<file path="src/rtl/convReadPkg.sv">
package convReadPkg;

  typedef enum logic [1:0] {
    ST_IDLE = 2'd0,
    ST_CMD  = 2'd1,
    ST_WAIT = 2'd2,
    ST_READ = 2'd3
  } rdState_t;

  // strobes from the control FSM to the datapath
  typedef struct packed {
    logic divRun;     // serial clock divider active
    logic driveCmd;   // put command MSB on dinOut
    logic loadCmd;    // load command shift register
    logic shiftCmd;   // advance command shift register
    logic sclkHigh;   // drive serial clock high
    logic sclkLow;    // drive serial clock low
    logic captureBit; // shift doutIn into result register
    logic clrBits;    // clear bit counter
    logic countBit;   // increment bit counter
    logic timerRun;   // wait timer counting
    logic publish;    // copy assembled word to output
  } ctlStrobes_t;

endpackage

</file>
<file path="src/rtl/convReadDatapath.sv">
module convReadDatapath
  import convReadPkg::*;
#(
  parameter int CMD_W       = 8,
  parameter int RES_W       = 12,
  parameter int HALF_DIV    = 13,
  parameter int TIMEOUT_CYC = 550,
  parameter int SYNC_STAGES = 2,
  parameter int BIT_W       = 4
) (
  input  logic              clk,
  input  logic              rstN,
  input  ctlStrobes_t       ctl,
  input  logic [CMD_W-1:0]  cmdByte,
  input  logic              doutIn,
  input  logic              strobeIn,
  output logic              tick,
  output logic              sclk,
  output logic              dinOut,
  output logic              strbSync,
  output logic              timerHit,
  output logic [BIT_W-1:0]  bitCnt,
  output logic [RES_W-1:0]  result
);

  localparam int DIV_W = (HALF_DIV > 1) ? $clog2(HALF_DIV) : 1;
  localparam int TMR_W = (TIMEOUT_CYC > 1) ? $clog2(TIMEOUT_CYC) : 1;
  localparam logic [DIV_W-1:0] DIV_LAST = DIV_W'(HALF_DIV - 1);
  localparam logic [TMR_W-1:0] TMR_LAST = TMR_W'(TIMEOUT_CYC - 1);

  logic [DIV_W-1:0]       divCnt;
  logic                   sclkReg;
  logic [CMD_W-1:0]       cmdShift;
  logic [RES_W-1:0]       resShift;
  logic [TMR_W-1:0]       timer;
  logic [SYNC_STAGES-1:0] syncChain;

  // serial clock half-period divider
  always_ff @(posedge clk or negedge rstN) begin
    if (!rstN) begin
      divCnt <= '0;
    end else if (!ctl.divRun) begin
      divCnt <= '0;
    end else if (divCnt == DIV_LAST) begin
      divCnt <= '0;
    end else begin
      divCnt <= divCnt + 1'b1;
    end
  end

  assign tick = ctl.divRun && (divCnt == DIV_LAST);

  // serial clock level
  always_ff @(posedge clk or negedge rstN) begin
    if (!rstN) begin
      sclkReg <= 1'b0;
    end else if (ctl.sclkHigh) begin
      sclkReg <= 1'b1;
    end else if (ctl.sclkLow) begin
      sclkReg <= 1'b0;
    end
  end

  assign sclk = sclkReg;

  // command shifter, MSB first
  always_ff @(posedge clk or negedge rstN) begin
    if (!rstN) begin
      cmdShift <= '0;
    end else if (ctl.loadCmd) begin
      cmdShift <= cmdByte;
    end else if (ctl.shiftCmd) begin
      cmdShift <= {cmdShift[CMD_W-2:0], 1'b0};
    end
  end

  assign dinOut = ctl.driveCmd & cmdShift[CMD_W-1];

  // result assembly, MSB arrives first
  always_ff @(posedge clk or negedge rstN) begin
    if (!rstN) begin
      resShift <= '0;
    end else if (ctl.captureBit) begin
      resShift <= {resShift[RES_W-2:0], doutIn};
    end
  end

  always_ff @(posedge clk or negedge rstN) begin
    if (!rstN) begin
      result <= '0;
    end else if (ctl.publish) begin
      result <= resShift;
    end
  end

  // bit counter shared by command and readback phases
  always_ff @(posedge clk or negedge rstN) begin
    if (!rstN) begin
      bitCnt <= '0;
    end else if (ctl.clrBits) begin
      bitCnt <= '0;
    end else if (ctl.countBit) begin
      bitCnt <= bitCnt + 1'b1;
    end
  end

  // conversion wait timer
  always_ff @(posedge clk or negedge rstN) begin
    if (!rstN) begin
      timer <= '0;
    end else if (!ctl.timerRun) begin
      timer <= '0;
    end else if (timer != TMR_LAST) begin
      timer <= timer + 1'b1;
    end
  end

  assign timerHit = ctl.timerRun && (timer == TMR_LAST);

  // strobe synchroniser, idles high
  generate
    if (SYNC_STAGES == 1) begin : g_sync1
      always_ff @(posedge clk or negedge rstN) begin
        if (!rstN) syncChain <= '1;
        else       syncChain <= strobeIn;
      end
    end else begin : g_syncN
      always_ff @(posedge clk or negedge rstN) begin
        if (!rstN) syncChain <= '1;
        else       syncChain <= {syncChain[SYNC_STAGES-2:0], strobeIn};
      end
    end
  endgenerate

  assign strbSync = syncChain[SYNC_STAGES-1];

  // serial clock only moves on a divider tick
  p_sclk_on_tick_r4 : assert property (@(posedge clk) disable iff (!rstN)
    !$stable(sclkReg) |-> $past(tick));

  // wait timer never passes its final count
  p_timer_bound_r8 : assert property (@(posedge clk) disable iff (!rstN)
    timer <= TMR_LAST);

endmodule

</file>
<file path="src/rtl/convReadFsm.sv">
module convReadFsm
  import convReadPkg::*;
#(
  parameter int CMD_W = 8,
  parameter int RES_W = 12,
  parameter int BIT_W = 4
) (
  input  logic             clk,
  input  logic             rstN,
  input  logic             startReq,
  input  logic             tick,
  input  logic             sclkLvl,
  input  logic             strbSync,
  input  logic             timerHit,
  input  logic [BIT_W-1:0] bitCnt,
  output ctlStrobes_t      ctl,
  output logic             busy,
  output logic             csN,
  output logic             resValid,
  output logic             timeoutPulse
);

  localparam logic [BIT_W-1:0] CMD_LAST = BIT_W'(CMD_W);
  localparam logic [BIT_W-1:0] RES_LAST = BIT_W'(RES_W);

  rdState_t state, stNext;
  logic     seenLow, seenLowNext;
  logic     readFell, fellNext;
  logic     toNext;

  always_comb begin
    ctl         = '0;
    stNext      = state;
    seenLowNext = seenLow;
    fellNext    = readFell;
    toNext      = 1'b0;
    unique case (state)
      ST_IDLE: begin
        seenLowNext = 1'b0;
        if (startReq) begin
          ctl.loadCmd = 1'b1;
          ctl.clrBits = 1'b1;
          stNext      = ST_CMD;
        end
      end
      ST_CMD: begin
        ctl.divRun   = 1'b1;
        ctl.driveCmd = 1'b1;
        if (tick) begin
          if (!sclkLvl) begin
            ctl.sclkHigh = 1'b1;
            ctl.countBit = 1'b1;
          end else begin
            ctl.sclkLow = 1'b1;
            if (bitCnt == CMD_LAST) begin
              ctl.clrBits = 1'b1;
              stNext      = ST_WAIT;
            end else begin
              ctl.shiftCmd = 1'b1;
            end
          end
        end
      end
      ST_WAIT: begin
        ctl.timerRun = 1'b1;
        if (!strbSync) seenLowNext = 1'b1;
        // completion takes priority over timer expiry
        if (strbSync && seenLow) begin
          fellNext    = 1'b0;
          ctl.clrBits = 1'b1;
          stNext      = ST_READ;
        end else if (timerHit) begin
          toNext = 1'b1;
          stNext = ST_IDLE;
        end
      end
      ST_READ: begin
        ctl.divRun = 1'b1;
        if (tick) begin
          if (!sclkLvl) begin
            ctl.sclkHigh = 1'b1;
            if (readFell) begin
              ctl.captureBit = 1'b1;
              ctl.countBit   = 1'b1;
            end
          end else begin
            ctl.sclkLow = 1'b1;
            if (bitCnt == RES_LAST) begin
              ctl.publish = 1'b1;
              stNext      = ST_IDLE;
            end else begin
              fellNext = 1'b1;
            end
          end
        end
      end
      default: stNext = ST_IDLE;
    endcase
  end

  always_ff @(posedge clk or negedge rstN) begin
    if (!rstN) begin
      state        <= ST_IDLE;
      seenLow      <= 1'b0;
      readFell     <= 1'b0;
      resValid     <= 1'b0;
      timeoutPulse <= 1'b0;
    end else begin
      state        <= stNext;
      seenLow      <= seenLowNext;
      readFell     <= fellNext;
      resValid     <= ctl.publish;
      timeoutPulse <= toNext;
    end
  end

  assign busy = (state != ST_IDLE);
  assign csN  = (state == ST_IDLE);

  // idle start opens a command phase
  p_start_opens_r2 : assert property (@(posedge clk) disable iff (!rstN)
    (state == ST_IDLE && startReq) |=> (state == ST_CMD));

  // serial clock parked low during the wait
  p_sclk_idle_wait_r5 : assert property (@(posedge clk) disable iff (!rstN)
    (state == ST_WAIT) |-> !sclkLvl);

  // valid is a single-cycle pulse
  p_valid_pulse_r7 : assert property (@(posedge clk) disable iff (!rstN)
    resValid |=> !resValid);

  // a transaction ends in exactly one outcome
  p_one_outcome_r9 : assert property (@(posedge clk) disable iff (!rstN)
    !(resValid && timeoutPulse));

  // timeout ends the transaction
  p_timeout_idle_r8 : assert property (@(posedge clk) disable iff (!rstN)
    timeoutPulse |-> (!busy && csN));

endmodule

</file>
<file path="src/rtl/convReadCtrl.sv">
module convReadCtrl
  import convReadPkg::*;
#(
  parameter int CMD_W       = 8,
  parameter int RES_W       = 12,
  parameter int HALF_DIV    = 13,
  parameter int TIMEOUT_CYC = 550,
  parameter int SYNC_STAGES = 2
) (
  input  logic             clk,
  input  logic             rstN,
  input  logic             startReq,
  input  logic [CMD_W-1:0] cmdByte,
  output logic             busy,
  output logic             resValid,
  output logic [RES_W-1:0] result,
  output logic             timeoutPulse,
  output logic             csN,
  output logic             sclk,
  output logic             dinOut,
  input  logic             doutIn,
  input  logic             strobeIn
);

  localparam int MAX_BITS = (CMD_W > RES_W) ? CMD_W : RES_W;
  localparam int BIT_W    = $clog2(MAX_BITS + 1);

  ctlStrobes_t      ctl;
  logic             tick;
  logic             strbSync;
  logic             timerHit;
  logic [BIT_W-1:0] bitCnt;

  convReadFsm #(
    .CMD_W(CMD_W), .RES_W(RES_W), .BIT_W(BIT_W)
  ) u_fsm (
    .clk(clk), .rstN(rstN), .startReq(startReq), .tick(tick),
    .sclkLvl(sclk), .strbSync(strbSync), .timerHit(timerHit),
    .bitCnt(bitCnt), .ctl(ctl), .busy(busy), .csN(csN),
    .resValid(resValid), .timeoutPulse(timeoutPulse)
  );

  convReadDatapath #(
    .CMD_W(CMD_W), .RES_W(RES_W), .HALF_DIV(HALF_DIV),
    .TIMEOUT_CYC(TIMEOUT_CYC), .SYNC_STAGES(SYNC_STAGES), .BIT_W(BIT_W)
  ) u_dp (
    .clk(clk), .rstN(rstN), .ctl(ctl), .cmdByte(cmdByte),
    .doutIn(doutIn), .strobeIn(strobeIn), .tick(tick), .sclk(sclk),
    .dinOut(dinOut), .strbSync(strbSync), .timerHit(timerHit),
    .bitCnt(bitCnt), .result(result)
  );

endmodule

</file>
<file path="config.mk">
export PLATFORM = sky130hd
export DESIGN_NAME = convReadCtrl
export DESIGN_NICKNAME = d
export VERILOG_FILES = /design/src/rtl/convReadPkg.sv /design/src/rtl/convReadDatapath.sv /design/src/rtl/convReadFsm.sv /design/src/rtl/convReadCtrl.sv
export SDC_FILE = /design/constraint.sdc
export NUM_CORES = 1
export LEC_CHECK = 0
export BUFFER_PORTS_ARGS = -buffer_cell sky130_fd_sc_hd__buf_2
export CAP_MARGIN = 20
export CORE_ASPECT_RATIO = 0.5
export CORE_MARGIN = 5
export CORE_UTILIZATION = 57
export CTS_CLUSTER_DIAMETER = 200
export DETAILED_ROUTE_END_ITERATION = 10
export MAX_ROUTING_LAYER = met4
export PLACE_DENSITY = 0.78
export SETUP_SLACK_MARGIN = 0.05
export SLEW_MARGIN = 40
export SYNTH_ARGS = -nofsm -noshare
export SYNTH_HDL_FRONTEND = slang
export SYNTH_SLANG_ARGS = --single-unit
</file>
<file path="constraint.sdc">
create_clock -name clk -period 2.2 [get_ports clk]
set_clock_uncertainty 0.05 [all_clocks]
set_input_delay 0.44 -clock clk [delete_from_list [all_inputs] [get_ports clk]]
set_output_delay 0.44 -clock clk [all_outputs]
set_load 0.005 [all_outputs]
</file>
# Word level (Yosys, flattened, before mapping)
# Cells that the tools add are included.
[classes]
n_addsub = 3
eq_ne = 20
mux = 57
n_bitwise = 1
reduce_logical = 14
[op_table]
columns = ["operator", "n"]
rows = [
  ["$mux 1", 31],
  ["$mux 10", 2],
  ["$mux 2", 10],
  ["$mux 4", 4],
  ["$mux 8", 2],
  ["$eq 4x4->1 const B", 3],
  ["$ne 2x2->1 const B", 6],
  ["$reduce_bool 2->1", 6],
  ["$add 10x1->10 const B", 1],
  ["$eq 10x10->1 const B", 1],
  ["$ne 10x10->1 const B", 1],
  ["$ne 2x1->1 const B", 5],
  ["$add 4x1->4 const B", 2],
  ["$pmux 2 s4", 1],
  ["$reduce_and 8->1", 1],
  ["$mux 3", 2],
  ["$pmux 1 s2", 3],
  ["$reduce_and 5->1", 1],
  ["$eq 2x2->1 const B", 2],
  ["$pmux 2 s2", 1],
  ["$logic_and 1x1->1", 3],
  ["$ne 3x2->1 const B", 1],
  ["$pmux 1 s3", 1],
  ["$eq 2x1->1 const B", 1],
  ["4 further kinds", 4],
]
[totals]
reg_bits = 59
inputBits = 13
output_inout_bits = 18
elab_cells = 108

# Depth between registers and ports, before layout
[depth]
ltp_word = 8
depth_mapped = 7
mapped_depth_nobuf = 6

# By module
# Synthesis repeated with hierarchy kept, for this count alone.
[hier_totals]
cells_unflattened = 227
area_unflattened_um2 = 2653.8
[by_module_without_submodules]
columns = ["mod", "instances", "cells_per_inst", "area_per_inst_um2"]
rows = [
  ["convReadDatapath", 1, 182, 2265.9],
  ["convReadFsm", 1, 45, 387.9],
]

# Least setup slack after synthesis
# Ideal clock, no wire load.
[synth_path]
path_kind = "flip-flop to flip-flop"
startpoint = "register u_dp.divCnt[0]"
endpoint = "register u_dp.resShift[0]"
setup_time_ns = 0.125
arrival_ns = 1.619
required_ns = 2.025
path_slack_ns = 0.406
path_stages_with_launch = 7
path_buffers = 1
synth_period_minus_slack_ns = 1.794
cell_sequence = "dfrtp_1 -> inv_1 -> ha_1 -> nand4_4 -> nor3_2 -> buf_4 -> mux2_2"
[synth_via]
elab_chain_len = 4
[synth_lines]
columns = ["item", "line_no", "rtl"]
rows = [
  ["start, declared", "convReadDatapath.sv:31", "logic [DIV_W-1:0] divCnt;"],
  ["start signal, assigned", "convReadDatapath.sv:47", "divCnt <= divCnt + 1'b1;"],
  ["$eq 4x4->1", "convReadDatapath.sv:51", "assign tick = ctl.divRun && (divCnt == DIV_LAST);"],
  ["$logic_and 1x1->1", "convReadDatapath.sv:51", ""],
  ["$mux 3", "convReadFsm.sv:79", "if (tick) begin"],
  ["$mux 1", "convReadFsm.sv:37", "unique case (state)"],
  ["end signal, assigned", "convReadDatapath.sv:84", "resShift <= {resShift[RES_W-2:0], doutIn};"],
  ["end, declared", "convReadDatapath.sv:34", "logic [RES_W-1:0] resShift;"],
]
# Every way passes these cells.
# A chain may end at the register's enable or synchronous reset.

# Final worst setup path
[layout_path]
startpoint = "register u_dp.divCnt[0]"
endpoint = "register u_dp.resShift[2]"
# The elaborated chain is that of the path after synthesis.

==> impl_metrics.yaml <==
status:
  status: "finished, final reports clean"
timing:
  finalHoldViolCount: 0
  fmax_mhz: 517
  slew_viol_final: 0
  layout_min_cycle_time_ps: 1940
  setup_viol: 0
  fin_crit_sh: 0.880
  worst_pin_slew_ps: 599
  rsz0062_at_grt: "no"
  setup_tns_ps: 0
  max_slew_margin: 0.601
global_route:
  grt.total_usage: 0.192
  grt_max_degree: 26
  first_global_vias: 1959
  antenna_found_initial: 0
  overflow: 0
  grt_pass1_wl_um: 8940
worst_hold_path:
  hold_path.class: "input pin to asynchronous set/reset pin"
drt:
  totalWireLength_um: 5020
  wl_per_cell_um: 15.5
  drtIter0Drc: 42
  viasPerCell: 5.54
  dr.pass1.iters: 4
  drc: 0
  routed-via-count: 1794
  antenna_left: 0
layout:
  syn_to_final_growth_pct: 17.5
  final_nets: 281
  final_cells: 324
  layout_commonest_cell: "dfrtp_1"
  insertedDiodeCount: 0
  final_cell_mix: "dfrtp_1, buf_2, nor2_1, mux2_2, a21oi_1"
  drive_above_1_share: 0.318
job:
  max-cap-violations: 0
synthesis:
  synthesis.nets: 241
  ys_seq_area_frac: 0.555
  synthesis.area_um2: 2670
  syn_area_per_cell_um2: 12.0
  synth_edf_count: 0
  ys.warnings.count: 0
  synth.distinct_cells: 44
  synth-seq-cells: 59
  async_flop_share: 1.00
  synthCells: 222
  synth_flop_cell: "dfrtp_1"
cts:
  clkSlewWorstSetupHoldPaths_ps: 70
  tritoncts: "built"
  cts_buffers: 9
  cts_sinks: 59
  htree_levels: 3
  cts_max_path_buffers: 2
  cts.repair.resized: 0
  cts-hold-fix-buffers: 0
  cts_setup_buffers: 0
  clk_latency_ps: 330
  cts_root_buf: "clkbuf_8"
power:
  power_mw: 2.97
  power.density_nw_per_um2: 949
  power.leakage_nw: 1.54
  max-vdd-ir-drop_uv: 571
placement:
  portBuffers: 30
  place_inst: 308
  dp_hpwl_um: 3480
  gp_congestion: 0.764
setup_path:
  cp-end-kind: "flip-flop"
  startpoint: "u_dp.divCnt[0]"
  required_ps: 2360
  r2r_start: "u_dp.divCnt[0]"
  crit_type: "flip-flop to flip-flop"
  crit_fanout: 12
  rr_endpoint: "u_dp.resShift[2]"
  reg2reg_depth: 6
  worstPathArrival_ps: 2100
  crit_path_end: "u_dp.resShift[2]"
  r2r_setup_slack_ps: 260
  start_kind: "flip-flop"
floorplanning:
  dieWidth_um: 107
  core_area_um2: 4470
  die_y_um: 58.4
  placementRows: 17
  ios: 31
  initial_core_util: 0.597
  die-area_um2: 6230
-- stage by stage --
step / utilization / cell area [um^2] / setup WS [ps] / hold WS [ps]
after floorplan: - / 2670 / 406 / 94.4
after global placement: 0.645 / 2880 / 302 / 296
after detailed placement: 0.645 / 2880 / 210 / 300
after CTS: 0.699 / 3120 / 194 / 68.0
after global routing: 0.701 / 3130 / 123 / 98.7
final: 0.701 / 3130 / 264 / 61.3
-- logic make-up after synthesis --
| kind of cell | count (synthesis) | share of synthesized area |
|---|---|---|
| and+or+nand+nor | 67 | 0.139 |
| xor gates and xnor gates | 11 | 0.0361 |
| DFF | 59 | 0.555 |
| adders and majority gates | 6 | 0.0282 |
| AOI/OAI and AO/OA | 30 | 0.0770 |
| muxes | 31 | 0.128 |
| buffers and inverters | 18 | 0.0371 |
-- cell usage after synthesis, types with 3 or more instances --
master	n	area share
dfrtp_1	57	0.54
nor2_1	25	0.035
mux2_2	24	0.10
a21oi_1	12	0.023
inv_1	10	0.014
nand2_1	10	0.014
mux2i_1	7	0.026
ha_1	6	0.028
nand3_1	6	0.011
xor2_1	6	0.020
o21ai_0	5	0.0094
xnor2_1	5	0.016
and3_1	4	0.0094
a31oi_1	3	0.0070
buf_6	3	0.013
nor3b_1	3	0.0085
-- worst max-delay path, stage by stage, from the launching register on --
cell and delay, ps:
dfrtp_1 420, inv_1 100, ha_1 280, nand4_4 180
nor3_2 210, buf_4 230, mux2_2 360
-- how the worst min path moves through the flow --
stage / from / to / slack, ps / depth (start not counted)
finish: rstN / u_dp.timer[8] / 60 / 1
global route: rstN / u_dp.timer[8] / 100 / 1
CTS: rstN / u_dp.timer[8] / 70 / 1
detailed placement: u_dp.syncChain[0] / u_dp.syncChain[1] / 300 / 0
global placement: u_dp.syncChain[0] / u_dp.syncChain[1] / 300 / 0
floorplan: rstN / u_dp.bitCnt[0] / 90 / 0
-- cell type report --
| type | count | area (um^2) |
|---|---|---|
| well taps | 57 | 71.3 |
| multi-input cells | 145 | 1090 |
| clock buffers | 9 | 124 |
| fillers | 331 | 1340 |
| repair buffers | 35 | 200 |
| clock inverters | 7 | 116 |
| flip-flops and latches | 59 | 1480 |
| inverters | 12 | 45.0 |
-- routing by layer --
metal	up-vias	wire (um)	global-route usage
li1	860	-	-
met1	884	2340	0.229
met2	43	2410	0.314
met3	7	213	0.0602
met4	0	54	0.0674
met5	-	0	-
-- state kept, by name, summed over array words and instances, names as in the netlist --
register            cells
u_fsm.readFell          1
u_dp.syncChain          2
u_dp.bitCnt             4
u_dp.sclk               1
u_dp.timer             10
u_dp.resShift          12
u_fsm.state             2
u_dp.divCnt             4
u_fsm.resValid          1
u_dp.cmdShift           8
u_fsm.seenLow           1
u_dp.result            12
u_fsm.timeoutPulse      1
-- report_power, final --
group	switching (mW)	total [mW]	internal (mW)
sequential	0.135	1.36	1.23
clock	0.428	1.18	0.749
combinational	0.237	0.431	0.194
total	0.800	2.97	2.17
(Power assumes the default switching activity.)
